## src/rtl/tdc_avg_pkg.sv

```systemverilog
package tdc_avg_pkg;

    typedef enum logic [1:0] {
        ST_IDLE    = 2'd0,
        ST_COLLECT = 2'd1,
        ST_REDUCE  = 2'd2,
        ST_EMIT    = 2'd3
    } seq_state_e;

endpackage

```

## src/rtl/tdc_seq_fsm.sv

```systemverilog
module tdc_seq_fsm
    import tdc_avg_pkg::*;
#(
    parameter int NUM_SAMPLES = 4,
    parameter int LEVELS      = 3,
    parameter int CLK_BINS    = 400,
    parameter int ACC_W       = 13
) (
    input  logic             clk,
    input  logic             rst_n,
    input  logic             hit_i,
    output logic             load_first_o,
    output logic             add_more_o,
    output logic [ACC_W-1:0] offset_o,
    output logic             busy_o,
    output logic             emit_o
);
    localparam int KW = $clog2(NUM_SAMPLES + 1);
    localparam int RW = (LEVELS > 1) ? $clog2(LEVELS) : 1;
    localparam seq_state_e AFTER_SAMPLES = (LEVELS == 0) ? ST_EMIT : ST_REDUCE;

    seq_state_e       state_q, state_d;
    logic [KW-1:0]    samp_q;
    logic [RW-1:0]    red_q;
    logic [ACC_W-1:0] off_q;

    // state register
    always_ff @(posedge clk or negedge rst_n) begin
        if (!rst_n) state_q <= ST_IDLE;
        else        state_q <= state_d;
    end

    // transitions
    always_comb begin
        state_d = state_q;
        unique case (state_q)
            ST_IDLE: begin
                if (hit_i) state_d = (NUM_SAMPLES == 1) ? AFTER_SAMPLES : ST_COLLECT;
            end
            ST_COLLECT: begin
                if (samp_q == KW'(NUM_SAMPLES - 1)) state_d = AFTER_SAMPLES;
            end
            ST_REDUCE: begin
                if (red_q == RW'(LEVELS - 1)) state_d = ST_EMIT;
            end
            ST_EMIT: state_d = ST_IDLE;
            default: state_d = ST_IDLE;
        endcase
    end

    // sample index, time offset and tree wait counter
    always_ff @(posedge clk or negedge rst_n) begin
        if (!rst_n) begin
            samp_q <= '0;
            off_q  <= '0;
            red_q  <= '0;
        end else begin
            if (state_q == ST_IDLE && hit_i) begin
                samp_q <= KW'(1);
                off_q  <= ACC_W'(CLK_BINS);
            end else if (state_q == ST_COLLECT) begin
                samp_q <= samp_q + 1'b1;
                off_q  <= off_q + ACC_W'(CLK_BINS);
            end
            if (state_q == ST_REDUCE) red_q <= red_q + 1'b1;
            else                      red_q <= '0;
        end
    end

    // outputs
    always_comb begin
        load_first_o = (state_q == ST_IDLE) && hit_i;
        add_more_o   = (state_q == ST_COLLECT);
        offset_o     = off_q;
        busy_o       = (state_q != ST_IDLE);
        emit_o       = (state_q == ST_EMIT);
    end


    busy_start_chk: assert property (@(posedge clk) disable iff (!rst_n)
        $rose(busy_o) |-> $past(hit_i));


    emit_pulse_chk: assert property (@(posedge clk) disable iff (!rst_n)
        emit_o |=> !emit_o);

endmodule

```

## src/rtl/chain_accum.sv

```systemverilog
module chain_accum #(
    parameter int CODE_W = 9,
    parameter int ACC_W  = 13
) (
    input  logic              clk,
    input  logic              rst_n,
    input  logic              load_first,
    input  logic              add_more,
    input  logic [CODE_W-1:0] code_i,
    input  logic [ACC_W-1:0]  offset_i,
    output logic [ACC_W-1:0]  acc_o
);
    always_ff @(posedge clk or negedge rst_n) begin
        if (!rst_n)          acc_o <= '0;
        else if (load_first) acc_o <= ACC_W'(code_i);
        else if (add_more)   acc_o <= acc_o + ACC_W'(code_i) + offset_i;
    end
endmodule

```

## src/rtl/pair_add_stage.sv

```systemverilog
module pair_add_stage #(
    parameter int W    = 16,
    parameter int IN_N = 8
) (
    input  logic                    clk,
    input  logic                    rst_n,
    input  logic [IN_N*W-1:0]       d,
    output logic [(IN_N/2)*W-1:0]   q
);
    localparam int OUT_N = IN_N / 2;

    always_ff @(posedge clk or negedge rst_n) begin
        if (!rst_n) begin
            q <= '0;
        end else begin
            for (int i = 0; i < OUT_N; i++) begin
                q[i*W +: W] <= d[(2*i)*W +: W] + d[(2*i+1)*W +: W];
            end
        end
    end
endmodule

```

## src/rtl/avg_tdc_backend.sv

```systemverilog
module avg_tdc_backend #(
    parameter int NUM_CHAINS  = 8,
    parameter int NUM_SAMPLES = 4,
    parameter int CODE_W      = 9,
    parameter int CLK_BINS    = 400,
    parameter int COARSE_W    = 24,
    localparam int SAMP_MAX   = (1 << CODE_W) - 1 + (NUM_SAMPLES - 1) * CLK_BINS,
    localparam int SUM_W      = $clog2(NUM_CHAINS * NUM_SAMPLES * SAMP_MAX + 1)
) (
    input  logic                         clk,
    input  logic                         rst_n,
    input  logic                         hit_i,
    input  logic [NUM_CHAINS*CODE_W-1:0] fine_i,
    input  logic [COARSE_W-1:0]          coarse_i,
    output logic                         busy_o,
    output logic                         valid_o,
    output logic [SUM_W-1:0]             sum_o,
    output logic [COARSE_W-1:0]          coarse_o
);
    localparam int ACC_W  = $clog2(NUM_SAMPLES * SAMP_MAX + 1);
    localparam int LEVELS = $clog2(NUM_CHAINS);
    localparam int LEAVES = 1 << LEVELS;
    localparam int DW     = $clog2(NUM_SAMPLES + LEVELS + 1);

    logic                         load_first, add_more, emit;
    logic [ACC_W-1:0]             offset;
    logic [NUM_CHAINS*ACC_W-1:0]  acc_flat;
    logic [COARSE_W-1:0]          coarse_q;
    wire  [LEVELS:0][LEAVES*SUM_W-1:0] tree_bus;

    tdc_seq_fsm #(
        .NUM_SAMPLES (NUM_SAMPLES),
        .LEVELS      (LEVELS),
        .CLK_BINS    (CLK_BINS),
        .ACC_W       (ACC_W)
    ) u_seq (
        .clk          (clk),
        .rst_n        (rst_n),
        .hit_i        (hit_i),
        .load_first_o (load_first),
        .add_more_o   (add_more),
        .offset_o     (offset),
        .busy_o       (busy_o),
        .emit_o       (emit)
    );

    for (genvar c = 0; c < NUM_CHAINS; c++) begin : g_chain
        chain_accum #(
            .CODE_W (CODE_W),
            .ACC_W  (ACC_W)
        ) u_acc (
            .clk        (clk),
            .rst_n      (rst_n),
            .load_first (load_first),
            .add_more   (add_more),
            .code_i     (fine_i[c*CODE_W +: CODE_W]),
            .offset_i   (offset),
            .acc_o      (acc_flat[c*ACC_W +: ACC_W])
        );
    end

    for (genvar i = 0; i < LEAVES; i++) begin : g_leaf
        if (i < NUM_CHAINS) begin : g_used
            assign tree_bus[0][i*SUM_W +: SUM_W] = SUM_W'(acc_flat[i*ACC_W +: ACC_W]);
        end else begin : g_pad
            assign tree_bus[0][i*SUM_W +: SUM_W] = '0;
        end
    end

    for (genvar l = 0; l < LEVELS; l++) begin : g_level
        pair_add_stage #(
            .W    (SUM_W),
            .IN_N (LEAVES >> l)
        ) u_stage (
            .clk   (clk),
            .rst_n (rst_n),
            .d     (tree_bus[l][(LEAVES >> l)*SUM_W-1:0]),
            .q     (tree_bus[l+1][(LEAVES >> (l+1))*SUM_W-1:0])
        );
        assign tree_bus[l+1][LEAVES*SUM_W-1:(LEAVES >> (l+1))*SUM_W] = '0;
    end

    always_ff @(posedge clk or negedge rst_n) begin
        if (!rst_n)          coarse_q <= '0;
        else if (load_first) coarse_q <= coarse_i;
    end

    always_comb begin
        valid_o  = emit;
        sum_o    = tree_bus[LEVELS][SUM_W-1:0];
        coarse_o = coarse_q;
    end

    // busy-cycle counter for the dead-time check
    logic [DW-1:0] dwell_cnt;
    always_ff @(posedge clk or negedge rst_n) begin
        if (!rst_n)       dwell_cnt <= '0;
        else if (!busy_o) dwell_cnt <= '0;
        else              dwell_cnt <= dwell_cnt + 1'b1;
    end


    valid_timing_chk: assert property (@(posedge clk) disable iff (!rst_n)
        valid_o |-> (busy_o && dwell_cnt == DW'(NUM_SAMPLES - 1 + LEVELS)));


    busy_drop_chk: assert property (@(posedge clk) disable iff (!rst_n)
        valid_o |=> !busy_o);


    coarse_hold_chk: assert property (@(posedge clk) disable iff (!rst_n)
        (busy_o && $past(busy_o)) |-> $stable(coarse_o));

endmodule

```

## config.mk

```make
export PLATFORM = sky130hd
export DESIGN_NAME = avg_tdc_backend
export DESIGN_NICKNAME = d
export VERILOG_FILES = /design/src/rtl/tdc_avg_pkg.sv /design/src/rtl/tdc_seq_fsm.sv /design/src/rtl/chain_accum.sv /design/src/rtl/pair_add_stage.sv /design/src/rtl/avg_tdc_backend.sv
export SDC_FILE = /design/constraint.sdc
export NUM_CORES = 1
export LEC_CHECK = 0
export BUFFER_PORTS_ARGS = -buffer_cell sky130_fd_sc_hd__buf_4
export CAP_MARGIN = 20
export CORE_ASPECT_RATIO = 0.7
export CORE_MARGIN = 2
export CORE_UTILIZATION = 45
export DETAILED_ROUTE_END_ITERATION = 12
export HOLD_SLACK_MARGIN = 0.08
export PLACE_DENSITY_LB_ADDON = 0.25
export SYNTH_ARGS = -nofsm -noshare
export SYNTH_HDL_FRONTEND = slang
export SYNTH_SLANG_ARGS = --single-unit
```

## constraint.sdc

```tcl
create_clock -name clk -period 5.8 [get_ports clk]
set_clock_uncertainty 0.2 [all_clocks]
set_input_delay 1.16 -clock clk [delete_from_list [all_inputs] [get_ports clk]]
set_output_delay 1.16 -clock clk [all_outputs]
set_load 0.05 [all_outputs]
```

==> results.cfg, run 1 <==
[yosys]
netlist-cell-type-count = 70
synth_top_area_cell = dfrtp_1
yosysMostFrequentCell = ha_1
seq_area_frac_synth = 0.337
async_reset_ff_frac = 1.00
ys_ff_latch = 246
ys_top_cells_by_area = dfrtp_1 (34%), ha_1 (17%), fa_1 (6.0%)
ys.flop_type = dfrtp_1
synth_cells = 1938
postSynthAreaPerCell_um2 = 9.43
synthesis.nets = 2340
synth_top_area_share = 0.337
yosys-top-cells-count = ha_1 (248), dfrtp_1 (246), nand2_1 (206)
synth_edf_count = 0
ys_warn_count = 0
syn_area_mm2 = 0.0183

[timing]
max_freq_mhz = 269
worstMarginPinSlew_ns = 1.09
holdWs_ns = 0.222
fin_crit_sh = 0.640
slew_viol_final = 0
rsz0062_at_grt = no
fin_setup_tns_ns = 0
maxSlewHeadroom = 0.272
setup_viol = 0
period_minus_slack_ns = 3.71
finalHoldViolations = 0

[clock_tree]
postCtsHoldBufs = 0
clk_latency_ns = 0.58
path_clk_slew_ns = 0.07
htreeDepth = 1
clock-root-buffer = clkbuf_16
post-cts-setup-buffers = 0
clock-sinks = 246
postCtsResizedCells = 0
cts_buffer_depth = 3
cts_made_buffers = 28
tritoncts = yes

[grt]
first_global_vias = 14400
grt_usage = 0.224
grt_pass1_wl_mm = 76.7
grt_max_degree = 97
antenna_found_initial = 1
grt_overflow = 0

[routing]
initialDrtViolationCount = 1022
firstDrtPassIters = 5
postRouteAntennaNets = 0
dr_wl_met2_mm = 20.8
viasPerCell = 5.53
via_count = 14500
post_drt_wl_per_cell_um = 17.8
wl_met3_mm = 1.95
dr.max_layer_used = met4
post-route-drc-count = 0
wl_mm = 46.6
wl_met1_mm = 23.1

[die]
rows = 61
core_mm2 = 0.0398
boundaryPins = 141
dieArea_mm2 = 0.0423
start_util = 0.459
chipHeight_um = 173
die-width_um = 245

[placement]
placed_area_mm2 = 0.0199
dpl.hpwl_mm = 34.2
io_buffers = 140
placedCellCount = 2570
routabilityCongestion = 0.889

[worst_hold_path]
min_path_type = flip-flop to flip-flop

[run]
drv_cap = 0

[layout]
stdcell_count = 2621
n_antenna_cell = 0
drive_gt1_frac = 0.107
final_area_mm2 = 0.0210
final_nets = 2467
area_growth_pct = 14.7

[critical_path]
crit_type = flip-flop to flip-flop
crit_fanout = 11
startpoint_type = flip-flop
critPathArrivalTime_ns = 3.94
cp.required_ns = 6.02
worst_setup_path_end_kind = flip-flop

[outcome]
status = completed
==> critical path: stages (launching register included) <==
cell and delay [ns]:
dfrtp_1 1.07, fa_1 0.57, ha_1 0.35, o21ai_0 0.33, nor4b_2 0.10, o21a_1 0.20
o21ai_2 0.16, nor3_1 0.07, or4_1 0.51
==> routing by layer <==
metal	global-route usage	vias up
met4	0.0422	0
met2	0.358	304
met1	0.330	7004
li1	-	7138
met5	0	-
met3	0.0248	53
==> registers in the layout, summed over array words and instances, names as in the netlist <==
signal,count
g_level.u_stage.q,102
g_chain.u_acc.acc_o,104
u_seq.red_q,2
u_seq.offset_o,9
u_seq.samp_q,3
coarse_o,24
u_seq.state_q,2
==> placed cells by master (no fill, tap or decap), types with 6 or more instances in the layout <==
master       n
and2_1       7
xor2_1      33
nand2_1    205
nor3_1      44
nand4_1     11
inv_1      106
o211ai_1     9
or3_1       18
nand4b_1    11
nor3b_1      9
a31oi_1     20
o31a_1       6
a2111oi_0    7
o21ai_0    110
nor2b_1     44
a21boi_0    15
mux2i_1     48
nor2_1     137
clkbuf_16   28
or4_1        6
fa_1        55
buf_4      149
o21ai_1     21
ha_1       247
o21a_1      23
a21oi_1    147
and3_1      13
a21o_1      53
bufinv_16    8
o21bai_1     8
xnor2_1     85
dfrtp_1    246
a211oi_1    13
o31ai_1      6
nand3_1     31
nand2b_1    13
==> area by class of cell <==
class,count,area [µm²]
inverter,107,402
clock inverter,18,317
clock buffer,33,749
tap,535,669
multi-input combinational,1532,11500
fill,3606,18900
sequential,246,6160
timing repair buffer,150,1130
==> path summary, 6_finish.rpt <==
check / depth (start not counted) / end / slack (ns) / start
worst min-delay path: 1 / u_seq.red_q[0] / 0.22 / u_seq.red_q[0]
min in group asynchronous: 1 / g_level[2].u_stage.q[1] / 0.41 / rst_n
worst max-delay path: 8 / g_chain[1].u_acc.acc_o[12] / 2.09 / u_seq.offset_o[4]
worst min register to register: 1 / u_seq.red_q[0] / 0.22 / u_seq.red_q[0]
max in group asynchronous: 2 / g_level[0].u_stage.q[27] / 3.80 / rst_n
worst max register to register: 8 / g_chain[1].u_acc.acc_o[12] / 2.09 / u_seq.offset_o[4]
==> stage by stage <==
| step | util | setup WS [ns] |
|---|---|---|
| global placement | 0.499 | 1.98 |
| global route | 0.526 | 1.96 |
| detailed placement | 0.499 | 1.97 |
| finish | 0.526 | 2.09 |
| floorplan | - | 2.24 |
| CTS | 0.526 | 2.09 |
==> logic make-up (layout without fill, tap and decap cells) <==
logic type / count (synthesis) / count (layout) / share of synthesized area
AOI/OAI and AO/OA: 493 / 493 / 0.170
xor gates and xnor gates: 118 / 118 / 0.0566
adders and majority gates: 303 / 303 / 0.230
buffers and inverters: 160 / 308 / 0.0331
DFF: 246 / 246 / 0.337
muxes: 48 / 48 / 0.0263
and+or+nand+nor: 570 / 570 / 0.148
Power of run 1 is left out: the tool's default activity adds up to more than one toggle a clock period on the data nets, which glitch-free logic cannot reach.
==> inputs of run 2 (changes only) <==
--- a/config.mk
+++ b/config.mk
@@ -5,6 +5,7 @@
 export SDC_FILE = /design/constraint.sdc
 export NUM_CORES = 1
 export LEC_CHECK = 0
+export ABC_AREA = 1
 export BUFFER_PORTS_ARGS = -buffer_cell sky130_fd_sc_hd__buf_4
 export CAP_MARGIN = 20
 export CORE_ASPECT_RATIO = 0.7
==> constraint.sdc (replaced) <==
create_clock -name clk -period 3.6 [get_ports clk]
set_clock_uncertainty 0.2 [all_clocks]
set_input_delay 0.72 -clock clk [delete_from_list [all_inputs] [get_ports clk]]
set_output_delay 0.72 -clock clk [all_outputs]
set_load 0.05 [all_outputs]
==> run 2 against run 1 <==
Worst setup slack worse by 1.3 ns. Die area is 7.8% higher. Flip-flop and latch count stayed put. Worst hold slack worse by 0.082 ns. Core utilization is 0.69 points lower. Sequential share of layout area is 2.1 points lower. Critical path depth is 2 higher. Count of clock-buffer cells in the layout is 5 higher. Non-clock buffer count is 10 higher. Area after synthesis is 7.9% higher. Cell count is 30% higher.
==> results.cfg, run 2 <==
[yosys]
yosys-top-cells-count = nand2_1 (923), inv_1 (315), ha_1 (248)
postSynthAreaPerCell_um2 = 7.48
seq_area_frac_synth = 0.312
synth_top_area_cell = dfrtp_1
synth_top_area_share = 0.312
ys.flop_type = dfrtp_1
synthesis.nets = 3039
syn_area_mm2 = 0.0197
yosysMostFrequentCell = nand2_1
ys_top_cells_by_area = dfrtp_1 (31%), nand2_1 (18%), ha_1 (16%)
netlist-cell-type-count = 32
ys_ff_latch = 246
async_reset_ff_frac = 1.00
ys_warn_count = 0
synth_cells = 2637
synth_edf_count = 0

[routing]
wl_mm = 57.2
initialDrtViolationCount = 1445
firstDrtPassIters = 8
via_count = 17800
viasPerCell = 5.24
post-route-drc-count = 0
post_drt_wl_per_cell_um = 16.8
postRouteAntennaNets = 0

[timing]
maxSlewHeadroom = 0.520
fin_setup_tns_ns = 0
slew_viol_final = 0
worstMarginPinSlew_ns = 0.720
rsz0062_at_grt = no
setup_ws_ns = 0.764
finalHoldViolations = 0
fin_crit_sh = 0.788
setup_viol = 0
period_minus_slack_ns = 2.84
max_freq_mhz = 353

[layout]
final_common_cell = nand2_1
n_antenna_cell = 0
layout_common_cells = nand2_1 (923), inv_1 (315), ha_1 (248)
top_register = g_chain.u_acc.acc_o
final_nets = 3192
largest_reg_flops = 104
area_growth_pct = 14.5
drive_gt1_frac = 0.0754
stdcell_count = 3405

[grt]
grt_max_degree = 99
antenna_found_initial = 1
grt_usage = 0.256
grt_overflow = 0
first_global_vias = 17100
grt_pass1_wl_mm = 91.2

[die]
rows = 64
boundaryPins = 141
core_mm2 = 0.0435
die-width_um = 254
dieArea_mm2 = 0.0455
chipHeight_um = 179
start_util = 0.454

[worst_hold_path]
min_path_type = primary input to flip-flop
hp-start = coarse_i[23]

[clock_tree]
post-cts-setup-buffers = 0
postCtsHoldBufs = 1
clock-sinks = 246
clk_latency_ns = 0.58
htreeDepth = 1
cts_made_buffers = 28
postCtsResizedCells = 0
tritoncts = yes
cts_buffer_depth = 3
path_clk_slew_ns = 0.06
clock-root-buffer = clkbuf_16

[placement]
routabilityCongestion = 0.956
io_buffers = 140
placedCellCount = 3353
dpl.hpwl_mm = 44.3
pre_cts_slack_ns = 0.699

[critical_path]
crit_fanout = 7
cp.required_ns = 3.91
cp-startpoint = u_seq.offset_o[5]
r2r-start = u_seq.offset_o[5]
startpoint_type = flip-flop
worst_setup_path_end_kind = flip-flop
critPathArrivalTime_ns = 3.15
crit_type = flip-flop to flip-flop

[run]
drv_cap = 0

[outcome]
status = completed
[run 2: changes by cell type in the layout (fill, tap and decap cells not counted), sizes merged, moves of 40 or more]
cell / before / now
nand2: 206 / 925
inv: 107 / 317
nand3: 31 / 218
o21ai: 132 / 49
nor2: 137 / 190
xnor2: 85 / 34
mux2i: 48 / 0
nor2b: 44 / 0
a21oi: 151 / 108
a21o: 53 / 13
[run 2: layout make-up]
type                    count  area (µm²)
multi-input cells        2035       12200
clock buffers              38         800
clock inverters            13         224
fillers                  4145       20900
well taps                 594         743
repair buffers            160        1290
inverters                 319        1200
flip-flops and latches    246        6160
[run 2: path summary, 6_finish.rpt]
path                                        endpoint  slack [ns]  cells after the start
hold reg to reg                       u_seq.red_q[0]        0.22                      1
max in group asynchronous   g_level[0].u_stage.q[58]        1.74                      3
min in group asynchronous   g_level[2].u_stage.q[15]        0.51                      2
setup reg to reg           g_chain[0].u_acc.acc_o[8]        0.76                     10
setup / recovery           g_chain[0].u_acc.acc_o[8]        0.76                     10
hold / removal                          coarse_o[23]        0.14                      3
[run 2: routing by layer]
metal,up-vias,global-route usage,part of all wire
met1,8358,0.382,0.48
met4,2,0.0618,0.024
met3,83,0.0508,0.073
met5,-,0,0.00028
li1,8823,-,-
met2,581,0.376,0.42
[run 2: critical path: stages (launching register included)]
cell	delay [ns]
dfrtp_1	0.81
buf_4	0.27
fa_1	0.42
ha_1	0.37
nand2_1	0.11
nor2_1	0.16
nand2_1	0.07
nand2_1	0.08
xor2_1	0.14
nand2_1	0.07
nand2_1	0.06
[run 2: logic make-up after synthesis]
logic type	count (synthesis)	synth area share
buffers and inverters	356	0.0712
adders and majority gates	303	0.213
AOI/OAI and AO/OA	256	0.0783
DFF	246	0.312
xor gates and xnor gates	94	0.0417
and+or+nand+nor	1382	0.284
[run 2: per-stage QoR]
| stage | util | hold slack [ns] | area [µm²] |
|---|---|---|---|
| after floorplan | - | 0.203 | 19700 |
| after global placement | 0.495 | 0.213 | 21500 |
| after detailed placement | 0.495 | 0.214 | 21500 |
| after CTS | 0.519 | 0.112 | 22600 |
| after global routing | 0.519 | 0.130 | 22600 |
| final | 0.519 | 0.140 | 22600 |
Power of run 2 is left out for the same reason.
